==> src/rtl/fanout_pkg.sv <==
package fanout_pkg;
  typedef logic [7:0] byte_t;
  localparam byte_t NULL_EVT = 8'h00;
endpackage

==> src/rtl/bwd_event_fifo.sv <==
module bwd_event_fifo #(
  parameter int DEPTH = 16,
  parameter int W     = 8
) (
  input  logic         clk,
  input  logic         rst,
  input  logic         wr_req,
  input  logic [W-1:0] wr_data,
  input  logic         rd_en,
  input  logic         ovf_clr,
  output logic [W-1:0] head,
  output logic         empty,
  output logic         ovf_flag,
  output logic         drop
);
  localparam int AW = (DEPTH > 1) ? $clog2(DEPTH) : 1;
  localparam int CW = AW + 1;

  function automatic logic [AW-1:0] bump(input logic [AW-1:0] p);
    return (p == AW'(DEPTH - 1)) ? '0 : p + 1'b1;
  endfunction

  logic [W-1:0]  mem [DEPTH];
  logic [AW-1:0] wp, rp;
  logic [CW-1:0] cnt;
  logic          full, push;

  assign full  = (cnt == CW'(DEPTH));
  assign empty = (cnt == '0);
  assign push  = wr_req & ~full;
  assign drop  = wr_req & full;
  assign head  = mem[rp];

  always_ff @(posedge clk) begin
    if (push) mem[wp] <= wr_data;
  end

  always_ff @(posedge clk) begin
    if (rst) begin
      wp  <= '0;
      rp  <= '0;
      cnt <= '0;
    end else begin
      if (push)  wp <= bump(wp);
      if (rd_en) rp <= bump(rp);
      cnt <= cnt + CW'(push) - CW'(rd_en);
    end
  end

  always_ff @(posedge clk) begin
    if (rst)          ovf_flag <= 1'b0;
    else if (drop)    ovf_flag <= 1'b1;
    else if (ovf_clr) ovf_flag <= 1'b0;
  end


  drop_sets_flag_chk: assert property (@(posedge clk) disable iff (rst)
    drop |=> ovf_flag);

  clear_flag_chk: assert property (@(posedge clk) disable iff (rst)
    (ovf_clr && !drop) |=> !ovf_flag);

  no_read_when_empty_chk: assert property (@(posedge clk) disable iff (rst)
    rd_en |-> !empty);
endmodule

==> src/rtl/rr_arbiter.sv <==
module rr_arbiter #(
  parameter int N = 8
) (
  input  logic         clk,
  input  logic         rst,
  input  logic [N-1:0] req,
  output logic [N-1:0] grant,
  output logic [((N > 1) ? $clog2(N) : 1)-1:0] gnt_idx,
  output logic         gnt_any
);
  localparam int IW = (N > 1) ? $clog2(N) : 1;

  // Search from pointer p upward with wrap; MSB of result flags a hit.
  function automatic logic [IW:0] pick(input logic [N-1:0] r, input logic [IW-1:0] p);
    logic [IW:0] res;
    res = '0;
    for (int k = N - 1; k >= 0; k--) begin
      int j;
      j = (int'(p) + k) % N;
      if (r[j]) res = {1'b1, IW'(j)};
    end
    return res;
  endfunction

  logic [IW-1:0] ptr;
  logic [IW:0]   sel;

  assign sel     = pick(req, ptr);
  assign gnt_any = sel[IW];
  assign gnt_idx = sel[IW-1:0];

  always_comb begin
    grant = '0;
    if (gnt_any) grant[gnt_idx] = 1'b1;
  end

  always_ff @(posedge clk) begin
    if (rst)          ptr <= '0;
    else if (gnt_any) ptr <= (gnt_idx == IW'(N - 1)) ? '0 : gnt_idx + 1'b1;
  end


  single_grant_chk: assert property (@(posedge clk) disable iff (rst)
    $onehot0(grant));

  grant_only_req_chk: assert property (@(posedge clk) disable iff (rst)
    (grant & ~req) == '0);

  grant_when_req_chk: assert property (@(posedge clk) disable iff (rst)
    (req != '0) |-> gnt_any);
endmodule

==> src/rtl/bus_or_merge.sv <==
module bus_or_merge #(
  parameter int N = 8,
  parameter int W = 8
) (
  input  logic           clk,
  input  logic           rst,
  input  logic [N*W-1:0] bus_in,
  input  logic [N-1:0]   keep,
  output logic [W-1:0]   bus_out
);
  function automatic logic [W-1:0] masked_or(input logic [N*W-1:0] b, input logic [N-1:0] m);
    logic [W-1:0] acc;
    acc = '0;
    for (int i = 0; i < N; i++)
      if (m[i]) acc = acc | b[i*W +: W];
    return acc;
  endfunction

  always_ff @(posedge clk) begin
    if (rst) bus_out <= '0;
    else     bus_out <= masked_or(bus_in, keep);
  end


  idle_bus_zero_chk: assert property (@(posedge clk) disable iff (rst)
    (keep == '0) |=> (bus_out == '0));
endmodule

==> src/rtl/evt_fanout_concentrator.sv <==
module evt_fanout_concentrator #(
  parameter int N_PORTS = 8,
  parameter int DEPTH   = 16,
  parameter int W       = 8
) (
  input  logic                 clk,
  input  logic                 rst,
  input  logic [W-1:0]         up_rx_evt,
  input  logic [W-1:0]         up_rx_bus,
  input  logic                 up_rx_vld,
  output logic [N_PORTS*W-1:0] dn_tx_evt,
  output logic [N_PORTS*W-1:0] dn_tx_bus,
  output logic [N_PORTS-1:0]   dn_tx_vld,
  input  logic [N_PORTS*W-1:0] dn_rx_evt,
  input  logic [N_PORTS*W-1:0] dn_rx_bus,
  input  logic [N_PORTS-1:0]   dn_rx_vld,
  input  logic [N_PORTS-1:0]   port_en,
  input  logic [N_PORTS-1:0]   ovf_clr,
  output logic [W-1:0]         up_tx_evt,
  output logic [W-1:0]         up_tx_bus,
  output logic                 up_tx_vld,
  output logic [N_PORTS-1:0]   ovf_flag
);
  import fanout_pkg::*;
  localparam int IW = (N_PORTS > 1) ? $clog2(N_PORTS) : 1;

  logic [N_PORTS-1:0] live, wr_req, empty, grant, drop;
  logic [W-1:0]       head [N_PORTS];
  logic [IW-1:0]      gnt_idx;
  logic               gnt_any;

  assign live = dn_rx_vld & port_en;

  // Forward broadcast, one register stage.
  always_ff @(posedge clk) begin
    if (rst) begin
      dn_tx_evt <= '0;
      dn_tx_bus <= '0;
      dn_tx_vld <= '0;
    end else begin
      dn_tx_evt <= {N_PORTS{up_rx_evt}};
      dn_tx_bus <= {N_PORTS{up_rx_bus}};
      dn_tx_vld <= {N_PORTS{up_rx_vld}};
    end
  end

  // Backward per-port queues.
  for (genvar i = 0; i < N_PORTS; i++) begin : g_port
    assign wr_req[i] = live[i] && (dn_rx_evt[i*W +: W] != W'(NULL_EVT));
    bwd_event_fifo #(.DEPTH(DEPTH), .W(W)) u_fifo (
      .clk     (clk),
      .rst     (rst),
      .wr_req  (wr_req[i]),
      .wr_data (dn_rx_evt[i*W +: W]),
      .rd_en   (grant[i]),
      .ovf_clr (ovf_clr[i]),
      .head    (head[i]),
      .empty   (empty[i]),
      .ovf_flag(ovf_flag[i]),
      .drop    (drop[i])
    );
  end

  rr_arbiter #(.N(N_PORTS)) u_arb (
    .clk    (clk),
    .rst    (rst),
    .req    (~empty),
    .grant  (grant),
    .gnt_idx(gnt_idx),
    .gnt_any(gnt_any)
  );

  always_ff @(posedge clk) begin
    if (rst) begin
      up_tx_evt <= W'(NULL_EVT);
      up_tx_vld <= 1'b0;
    end else begin
      up_tx_evt <= gnt_any ? head[gnt_idx] : W'(NULL_EVT);
      up_tx_vld <= 1'b1;
    end
  end

  bus_or_merge #(.N(N_PORTS), .W(W)) u_bus (
    .clk    (clk),
    .rst    (rst),
    .bus_in (dn_rx_bus),
    .keep   (live),
    .bus_out(up_tx_bus)
  );


  fwd_valid_chk: assert property (@(posedge clk) disable iff (rst)
    up_rx_vld |=> (dn_tx_vld == {N_PORTS{1'b1}}));

  null_when_idle_chk: assert property (@(posedge clk) disable iff (rst)
    (empty == {N_PORTS{1'b1}}) |=> (up_tx_evt == W'(NULL_EVT)));

  tx_valid_after_reset_chk: assert property (@(posedge clk) disable iff (rst)
    1'b1 |=> up_tx_vld);
endmodule

==> config.mk <==
export PLATFORM = sky130hd
export DESIGN_NAME = evt_fanout_concentrator
export DESIGN_NICKNAME = d
export VERILOG_FILES = /design/src/rtl/fanout_pkg.sv /design/src/rtl/bwd_event_fifo.sv /design/src/rtl/rr_arbiter.sv /design/src/rtl/bus_or_merge.sv /design/src/rtl/evt_fanout_concentrator.sv
export SDC_FILE = /design/constraint.sdc
export NUM_CORES = 1
export LEC_CHECK = 0
export ABC_AREA = 1
export BUFFER_PORTS_ARGS = -buffer_cell sky130_fd_sc_hd__buf_2
export CELL_PAD_IN_SITES_DETAIL_PLACEMENT = 0
export CELL_PAD_IN_SITES_GLOBAL_PLACEMENT = 1
export CORE_MARGIN = 5
export CORE_UTILIZATION = 53
export DETAILED_ROUTE_END_ITERATION = 8
export PLACE_DENSITY = 0.85
export RECOVER_POWER = 100
export SLEW_MARGIN = 40
export SYNTH_ARGS = -nofsm -noshare
export SYNTH_HDL_FRONTEND = slang
export SYNTH_SLANG_ARGS = --single-unit
==> constraint.sdc <==
create_clock -name clk -period 8.5 [get_ports clk]
set_input_delay 0.425 -clock clk [delete_from_list [all_inputs] [get_ports clk]]
set_output_delay 0.425 -clock clk [all_outputs]
set_load 0.03 [all_outputs]
==> results.sh, run 1 <==
export IMPL_status="finished with violations"
export IMPL_failed_checks="capacitance limit, slew limit"
export IMPL_ys_ff_latch=1205
export IMPL_crit_type="reg -> reg"
export IMPL_avgSynthCellArea_um2=11.8
export IMPL_drt_wirelength_per_cell_um=19.8
export IMPL_cpPeakStageDelay_ns=1.30
export IMPL_timing_rr_end="g_port[5].u_fifo.cnt[4]$_SDFF_PP0_"
export IMPL_cpMostUsedCell="nand2_1"
export IMPL_netlist_instances=4385
export IMPL_grt_pass1_vias=31600
export IMPL_viasPerCell=5.57
export IMPL_cp_num_buf_inv=6
export IMPL_syn_to_final_growth_pct=10.7
export IMPL_r2r_start="u_arb.ptr[0]$_SDFFE_PP0N_"
export IMPL_relSlewSlack=-1.02
export IMPL_antenna_cells=0
export IMPL_dr_pass1_iters=8
export IMPL_clk_path_buf_depth=3
export IMPL_placed_area_um2=53600
export IMPL_finalSetupViolCount=0
export IMPL_power_mw=16.7
export IMPL_max_slew_worst_pin_slew_ns=3.03
export IMPL_grt_pass1_wl_mm=180
export IMPL_drc=0
export IMPL_layout_commonest_cell="edfxtp_1"
export IMPL_synth_compound_area_frac=0.121
export IMPL_final_area_um2=57500
export IMPL_seq_area_frac_synth=0.662
export IMPL_syn_num_nets=4654
export IMPL_synth_area_mux_share=0.0480
export IMPL_drv_cap=4
export IMPL_cts_tree="yes"
export IMPL_rr_worst_depth=24
export IMPL_rrSetupSlack_ns=2.05
export IMPL_met3_usage=0.0338
export IMPL_initial_core_util=0.536
export IMPL_final_layout_size_suffix_gt1_frac=0.0756
export IMPL_hold_viol_final=0
export IMPL_yosys_warnings=0
export IMPL_synth_edf_count=1024
export IMPL_grt_max_degree=97
export IMPL_cts_buffers=120
export IMPL_syn_area_um2=51900
export IMPL_busiest_layer="met2"
export IMPL_die_w_um=323
export IMPL_die_y_um=323
export IMPL_fin_cells=5932
export IMPL_leakage_nw=20.0
export IMPL_period_minus_slack_ns=6.45
export IMPL_final_util=0.593
export IMPL_die_area_um2=104000
export IMPL_setup_tns_ns=0
export IMPL_timing_final_max_slew_violations=192
export IMPL_nNetsFinal=4820
export IMPL_cp_end_kind="flip-flop"
export IMPL_whs_endpoint="u_bus.bus_out[2]$_SDFF_PP0_"
export IMPL_hpwl_mm=76.8
export IMPL_synth_simple_area_share=0.0702
export IMPL_fill_cells=7808
export IMPL_worstPathArrival_ns=7.00
export IMPL_io_pins=332
export IMPL_crit_slowest_cell="nand2_1"
export IMPL_min_from="dn_rx_bus[58]"
export IMPL_hold_depth=3
export IMPL_worst_path_max_fanout=44
export IMPL_power_density_nw_per_um2=291
export IMPL_crit_path_cell_trace="inv_1, ha_1, inv_1, nand3_1, nand2_1, nand2_1, nand2_1, inv_1, nand2_1, nand2_1, nand2_1, nand3_2, nand2_1, inv_4, nor3_4, ha_1, inv_1, ha_1, inv_1, fa_1, nor3_1, a211oi_1, o21ai_0, a21oi_1"
export IMPL_synth_fa_ha_area_frac=0.0248
export IMPL_vias=33000
export IMPL_portBuffers=331
export IMPL_first_iter_violations=2955
export IMPL_period_share=0.759
export IMPL_grt_total_usage=0.221
export IMPL_overflow=0
export IMPL_cts_root_buf="clkbuf_16"
export IMPL_post_cts_buffers=0
export IMPL_hp_class="in -> reg"
export IMPL_synthXorXnorAreaFrac=0.00417
export IMPL_met2_usage=0.363
export IMPL_ir_drop_mv=0.208
export IMPL_totalWireLength_mm=118
export IMPL_rsz0062_at_grt="false"
export IMPL_skew_ns=0.0244
export IMPL_clock_fmax_mhz=155
export IMPL_antenna_left=0
export IMPL_crit_family="simple AND/OR/NAND/NOR gates"
export IMPL_gp_congestion=0.886
export IMPL_ys_dominant_reg_cell="edfxtp_1"
export IMPL_clock_sinks=1205
export IMPL_ys_async_sr_fraction=0
export IMPL_rows=114
export IMPL_synth_distinct_cells=46
export IMPL_clkTransAtPathRegs_ns=0.06
export IMPL_clkLatencyLatePin_ns=0.69
export IMPL_setup_worst_path_start_class="flip-flop"
export IMPL_layout_common_cells="1,024 x edfxtp_1, 546 x o21ai_0, 458 x inv_1, 361 x a21oi_1, 313 x nand2_1"
export IMPL_ctsHtreeMaxLevel=3
export IMPL_cp_required_ns=9.05
export IMPL_placedCellCount=5674
export IMPL_synth_top_family_by_area="compound AO/OA/AOI/OAI gates"
export IMPL_antenna_found_initial=2
export IMPL_use_met1=0.308
export IMPL_core_um2=97000
[cell usage after synthesis (90+ instances only)]
library cell,instances,area share
a21oi_1,361,0.035
clkbuf_1,155,0.011
inv_1,463,0.033
dfxtp_1,181,0.070
edfxtp_1,1024,0.59
ha_1,90,0.022
o211ai_1,118,0.017
o21ai_0,545,0.053
nand3_1,143,0.014
nor2_1,291,0.021
mux2i_1,249,0.048
buf_4,132,0.019
nand2_1,310,0.022
[routing by layer]
metal	vias up	wire, um
met5	-	0
met4	0	3390
met3	187	8130
met2	1170	55500
met1	15800	50500
li1	15900	-
[timing repair]
action                    4_1_cts  5_1_grt
hold endpoints to repair       28        0
resized for setup               0        0
hold buffers                   31        0
[tightest hold or removal path, stage by stage]
cell	delay, ns
buf_2	0.07
a221oi_1	0.11
nor2_1	0.09
[cell type report]
| type | count | area (um^2) | share of cell area |
|---|---|---|---|
| timing repair buffer | 384 | 1840 | 0.0320 |
| sequential | 1205 | 34400 | 0.598 |
| multi-input combinational | 2358 | 13900 | 0.241 |
| clock inverter | 67 | 656 | 0.0114 |
| inverter | 482 | 1810 | 0.0315 |
| tap | 1276 | 1600 | 0.0278 |
| clock buffer | 160 | 3330 | 0.0578 |
[cell families (layout without fill, tap and decap cells)]
| family | Yosys count | count (layout) |
|---|---|---|
| AOI/OAI and AO/OA | 1143 | 1143 |
| adders and majority gates | 98 | 98 |
| and+or+nand+nor | 845 | 845 |
| xor gates and xnor gates | 23 | 23 |
| buffers and inverters | 822 | 1093 |
| DFF | 1205 | 1205 |
| muxes | 249 | 249 |
[state kept, by name, indices dropped and copies added (netlist names), named ones only]
signal,cells
u_bus.bus_out,8
g_port.u_fifo.mem,1024
u_arb.ptr,3
dn_tx_evt,8
g_port.u_fifo.cnt,40
g_port.u_fifo.ovf_flag,8
g_port.u_fifo.rp,32
up_tx_vld,1
up_tx_evt,8
dn_tx_bus,8
g_port.u_fifo.wp,32
dn_tx_vld,1
[worst max path at each step]
stage                                    startpoint                                 end  depth (start not counted)
final                     u_arb.ptr[0]$_SDFFE_PP0N_  g_port[5].u_fifo.cnt[4]$_SDFF_PP0_                         24
after global routing      u_arb.ptr[0]$_SDFFE_PP0N_  g_port[2].u_fifo.cnt[4]$_SDFF_PP0_                         25
after CTS                 u_arb.ptr[0]$_SDFFE_PP0N_  g_port[7].u_fifo.cnt[4]$_SDFF_PP0_                         22
after detailed placement  u_arb.ptr[0]$_SDFFE_PP0N_  g_port[7].u_fifo.cnt[4]$_SDFF_PP0_                         22
after global placement    u_arb.ptr[0]$_SDFFE_PP0N_  g_port[5].u_fifo.cnt[4]$_SDFF_PP0_                         22
after floorplan           u_arb.ptr[1]$_SDFFE_PP0N_  g_port[5].u_fifo.cnt[4]$_SDFF_PP0_                         23
[where the power goes]
part | switching, mW | internal [mW] | total (mW) | leakage (nW)
clock | 2.17 | 3.10 | 5.27 | 1.95
sequential | 0.284 | 6.65 | 6.93 | 10.7
combinational | 3.07 | 1.45 | 4.52 | 7.38
total | 5.52 | 11.2 | 16.7 | 20.0
[per-stage QoR]
stage          hold WS, ns  setup WS, ns
2_1_floorplan        0.444          4.83
3_3_place_gp         0.449          3.10
3_5_place_dp         0.452          2.99
4_1_cts            0.00478          2.97
5_1_grt             0.0251          1.27
6_report            0.0581          2.05
No activity file was read; power rests on OpenSTA's default activity.
==> run 2: changes to the inputs <==
ABC_AREA = 0   (was 1)
CORE_UTILIZATION = 52   (was 53)
PLACE_DENSITY = 0.79   (was 0.85)
clock period = 6.3 ns   (was 8.5 ns; I/O delays follow)
==> run 2 against run 1 <==
Net effect:
- the run still ends with capacitance limit, slew limit left
- design area down 0.62%
- clock-buffer cell count rose by 4
- sequential power increased by 33%
- wire length down 1.1%
- hold slack improved by 0.024 ns
- register-to-register slack got worse by 1.3 ns
- cell count is 23% lower
- via count fell by 17%
==> results.sh, run 2 <==
export IMPL_status="finished with violations"
export IMPL_failed_checks="capacitance limit, slew limit"
export IMPL_netSwitchingPower_mw=7.13
export IMPL_clock_sinks=1205
export IMPL_largest_reg_flops=1024
export IMPL_ys_dominant_reg_cell="edfxtp_1"
export IMPL_drt_wirelength_per_cell_um=25.3
export IMPL_first_iter_violations=2525
export IMPL_p_int_mw=15.8
export IMPL_syn_area_um2=50800
export IMPL_relSlewSlack=-1.76
export IMPL_initial_core_util=0.525
export IMPL_vias=27400
export IMPL_seq_area_frac_synth=0.676
export IMPL_yosysMostFrequentCell="edfxtp_1"
export IMPL_layout_commonest_cell="edfxtp_1"
export IMPL_power_density_nw_per_um2=401
export IMPL_leakage_nw=18.3
export IMPL_cts_resized=0
export IMPL_io_pins=332
export IMPL_clock_fmax_mhz=179
export IMPL_multiInputGateArea_um2=14300
export IMPL_synth_area_leaders="edfxtp_1 60%, mux4_2 14%, dfxtp_1 7.1%"
export IMPL_nNetsFinal=3480
export IMPL_fin_cells=4591
export IMPL_avgSynthCellArea_um2=17.5
export IMPL_ys_top_cells_by_count="1,024 x edfxtp_1, 320 x mux4_2, 181 x dfxtp_1, 142 x nor2_1, 132 x buf_4"
export IMPL_register_area_um2=34400
export IMPL_overflow=0
export IMPL_grt_pass1_wl_mm=174
export IMPL_period_share=0.887
export IMPL_worstPathArrival_ns=5.96
export IMPL_totalWireLength_mm=116
export IMPL_grt_max_degree=75
export IMPL_viasPerCell=5.97
export IMPL_portBuffers=331
export IMPL_final_area_um2=57200
export IMPL_rsz0062_at_grt="false"
export IMPL_setup_worst_path_start_class="flip-flop"
export IMPL_setup_tns_ns=0
export IMPL_drv_cap=6
export IMPL_regMostFlops="g_port.u_fifo.mem"
export IMPL_core_um2=96900
export IMPL_yosysTopAreaCell="edfxtp_1"
export IMPL_gp_congestion=0.867
export IMPL_syn_num_nets=3173
export IMPL_cts_root_buf="clkbuf_16"
export IMPL_grt_pass1_vias=27800
export IMPL_finalSetupViolCount=0
export IMPL_ys_ff_latch=1205
export IMPL_timing_final_max_slew_violations=184
export IMPL_synth_top_cell_area_share=0.605
export IMPL_die_area_um2=104000
export IMPL_final_layout_size_suffix_gt1_frac=0.210
export IMPL_ctsHtreeMaxLevel=3
export IMPL_die_y_um=323
export IMPL_comb_power_share=0.282
export IMPL_hpwl_mm=77.5
export IMPL_antenna_left=0
export IMPL_clkTransAtPathRegs_ns=0.06
export IMPL_fill_cells=7183
export IMPL_synth_edf_count=1024
export IMPL_layout_common_cells="1,024 x edfxtp_1, 320 x mux4_2, 287 x clkbuf_1, 168 x dfxtp_1, 142 x nor2_1"
export IMPL_cp_end_kind="flip-flop"
export IMPL_ir_drop_mv=0.352
export IMPL_period_minus_slack_ns=5.59
export IMPL_final_util=0.590
export IMPL_syn_to_final_growth_pct=12.4
export IMPL_drc=0
export IMPL_clk_path_buf_depth=3
export IMPL_crit_type="reg -> reg"
export IMPL_clock_power_share=0.315
export IMPL_placed_area_um2=52900
export IMPL_antenna_found_initial=2
export IMPL_synth_distinct_cells=97
export IMPL_max_slew_worst_pin_slew_ns=4.14
export IMPL_skew_ns=0.0203
export IMPL_rows=114
export IMPL_clkLatencyLatePin_ns=0.69
export IMPL_switching_share=0.311
export IMPL_rrSetupSlack_ns=0.71
export IMPL_hold_viol_final=0
export IMPL_cp_required_ns=6.68
export IMPL_pwr_share_seq=0.403
export IMPL_placedCellCount=4289
export IMPL_die_w_um=323
export IMPL_yosys_warnings=0
export IMPL_reg_top3="g_port.u_fifo.mem (1024), g_port.u_fifo.cnt (40)"
export IMPL_ys_async_sr_fraction=0
export IMPL_cts_buffers=118
export IMPL_worst_path_max_fanout=14
export IMPL_netlist_instances=2904
export IMPL_power_mw=22.9
export IMPL_dr_pass1_iters=6
export IMPL_hp_class="in -> reg"
export IMPL_cts_tree="yes"
export IMPL_grt_total_usage=0.221
## run 2: changes by cell type in the layout (fill, tap and decap cells not counted), moves of 37 or more
cell           change
dlygate4sd3_1     +47
nor2_1           -152
mux4_2           +320
nand3_1          -123
nor3_1            +37
nand2_1          -237
a21oi_1          -293
o21ai_0          -502
mux2i_1          -228
inv_1            -339
o211ai_1         -114
## run 2: power groups by stage
stage               combinational (mW)  sequential [mW]  clock [mW]
floorplan                         5.12             9.33           0
global placement                  6.34             9.37           0
detailed placement                6.49             9.39           0
CTS                               6.57             9.22        7.32
global route                      7.04             9.26        7.70
finish                            6.48             9.23        7.22
## run 2: routing by layer
metal	GRT usage	share of wire	vias up	wire, um
met5	0	0.00011	-	13
met4	0.0524	0.023	2	2630
met3	0.0365	0.071	180	8300
met2	0.373	0.50	1113	58400
met1	0.307	0.40	14100	47000
li1	-	-	12000	-
## run 2: cell type report
type / count / share of cell area
inverter: 122 / 0.00801
multi-input combinational: 1305 / 0.250
sequential: 1205 / 0.602
antenna: 1 / 0.0000438
tap: 1276 / 0.0279
clock buffer: 164 / 0.0577
clock inverter: 59 / 0.0125
timing repair buffer: 459 / 0.0423
## run 2: path summary, 6_finish.rpt
path | endpoint | cells past startpoint | start
worst max-delay path | g_port[4].u_fifo.cnt[4]$_SDFF_PP0_ | 21 | g_port[0].u_fifo.cnt[3]$_SDFF_PP0_
worst max register to register | g_port[4].u_fifo.cnt[4]$_SDFF_PP0_ | 21 | g_port[0].u_fifo.cnt[3]$_SDFF_PP0_
worst min-delay path | u_bus.bus_out[4]$_SDFF_PP0_ | 3 | dn_rx_bus[44]
worst min register to register | g_port[5].u_fifo.ovf_flag$_SDFFE_PP0P_ | 2 | g_port[5].u_fifo.ovf_flag$_SDFFE_PP0P_
## run 2: cell families (layout without fill, tap and decap cells)
kind of cell | count (synthesis) | count (layout) | share of synthesized area
xor gates and xnor gates | 51 | 51 | 0.00879
other | 0 | 1 | 0
muxes | 362 | 362 | 0.153
and+or+nand+nor | 509 | 509 | 0.0535
AOI/OAI and AO/OA | 285 | 285 | 0.0405
buffers and inverters | 394 | 804 | 0.0426
adders and majority gates | 98 | 98 | 0.0253
DFF | 1205 | 1205 | 0.676
## run 2: repair_timing
item	CTS	global route
endpoints found under the hold margin	448	0
hold buffers	78	0
buffers inserted	0	0
## run 2: metrics by stage
step / hold slack [ns] / setup slack, ns
floorplan: 0.414 / 1.11
global placement: 0.461 / 1.07
detailed placement: 0.457 / 0.931
CTS: 0.00117 / 0.865
global route: 0.0598 / 0.300
finish: 0.0819 / 0.715
## run 2: worst max-delay path, stage by stage, from the launching register on
cell	delay (ns)
dfxtp_1	0.32
inv_1	0.08
ha_1	0.20
nor4b_1	0.57
mux4_1	0.62
nand2_1	0.11
mux4_2	0.51
o21a_1	0.32
o21ai_4	0.25
nand3_1	0.36
buf_4	0.33
nor2_1	0.17
ha_1	0.25
inv_1	0.06
ha_1	0.15
inv_1	0.06
fa_1	0.42
inv_1	0.08
a21oi_1	0.07
nor2_1	0.13
or3_1	0.14
a21oi_1	0.06
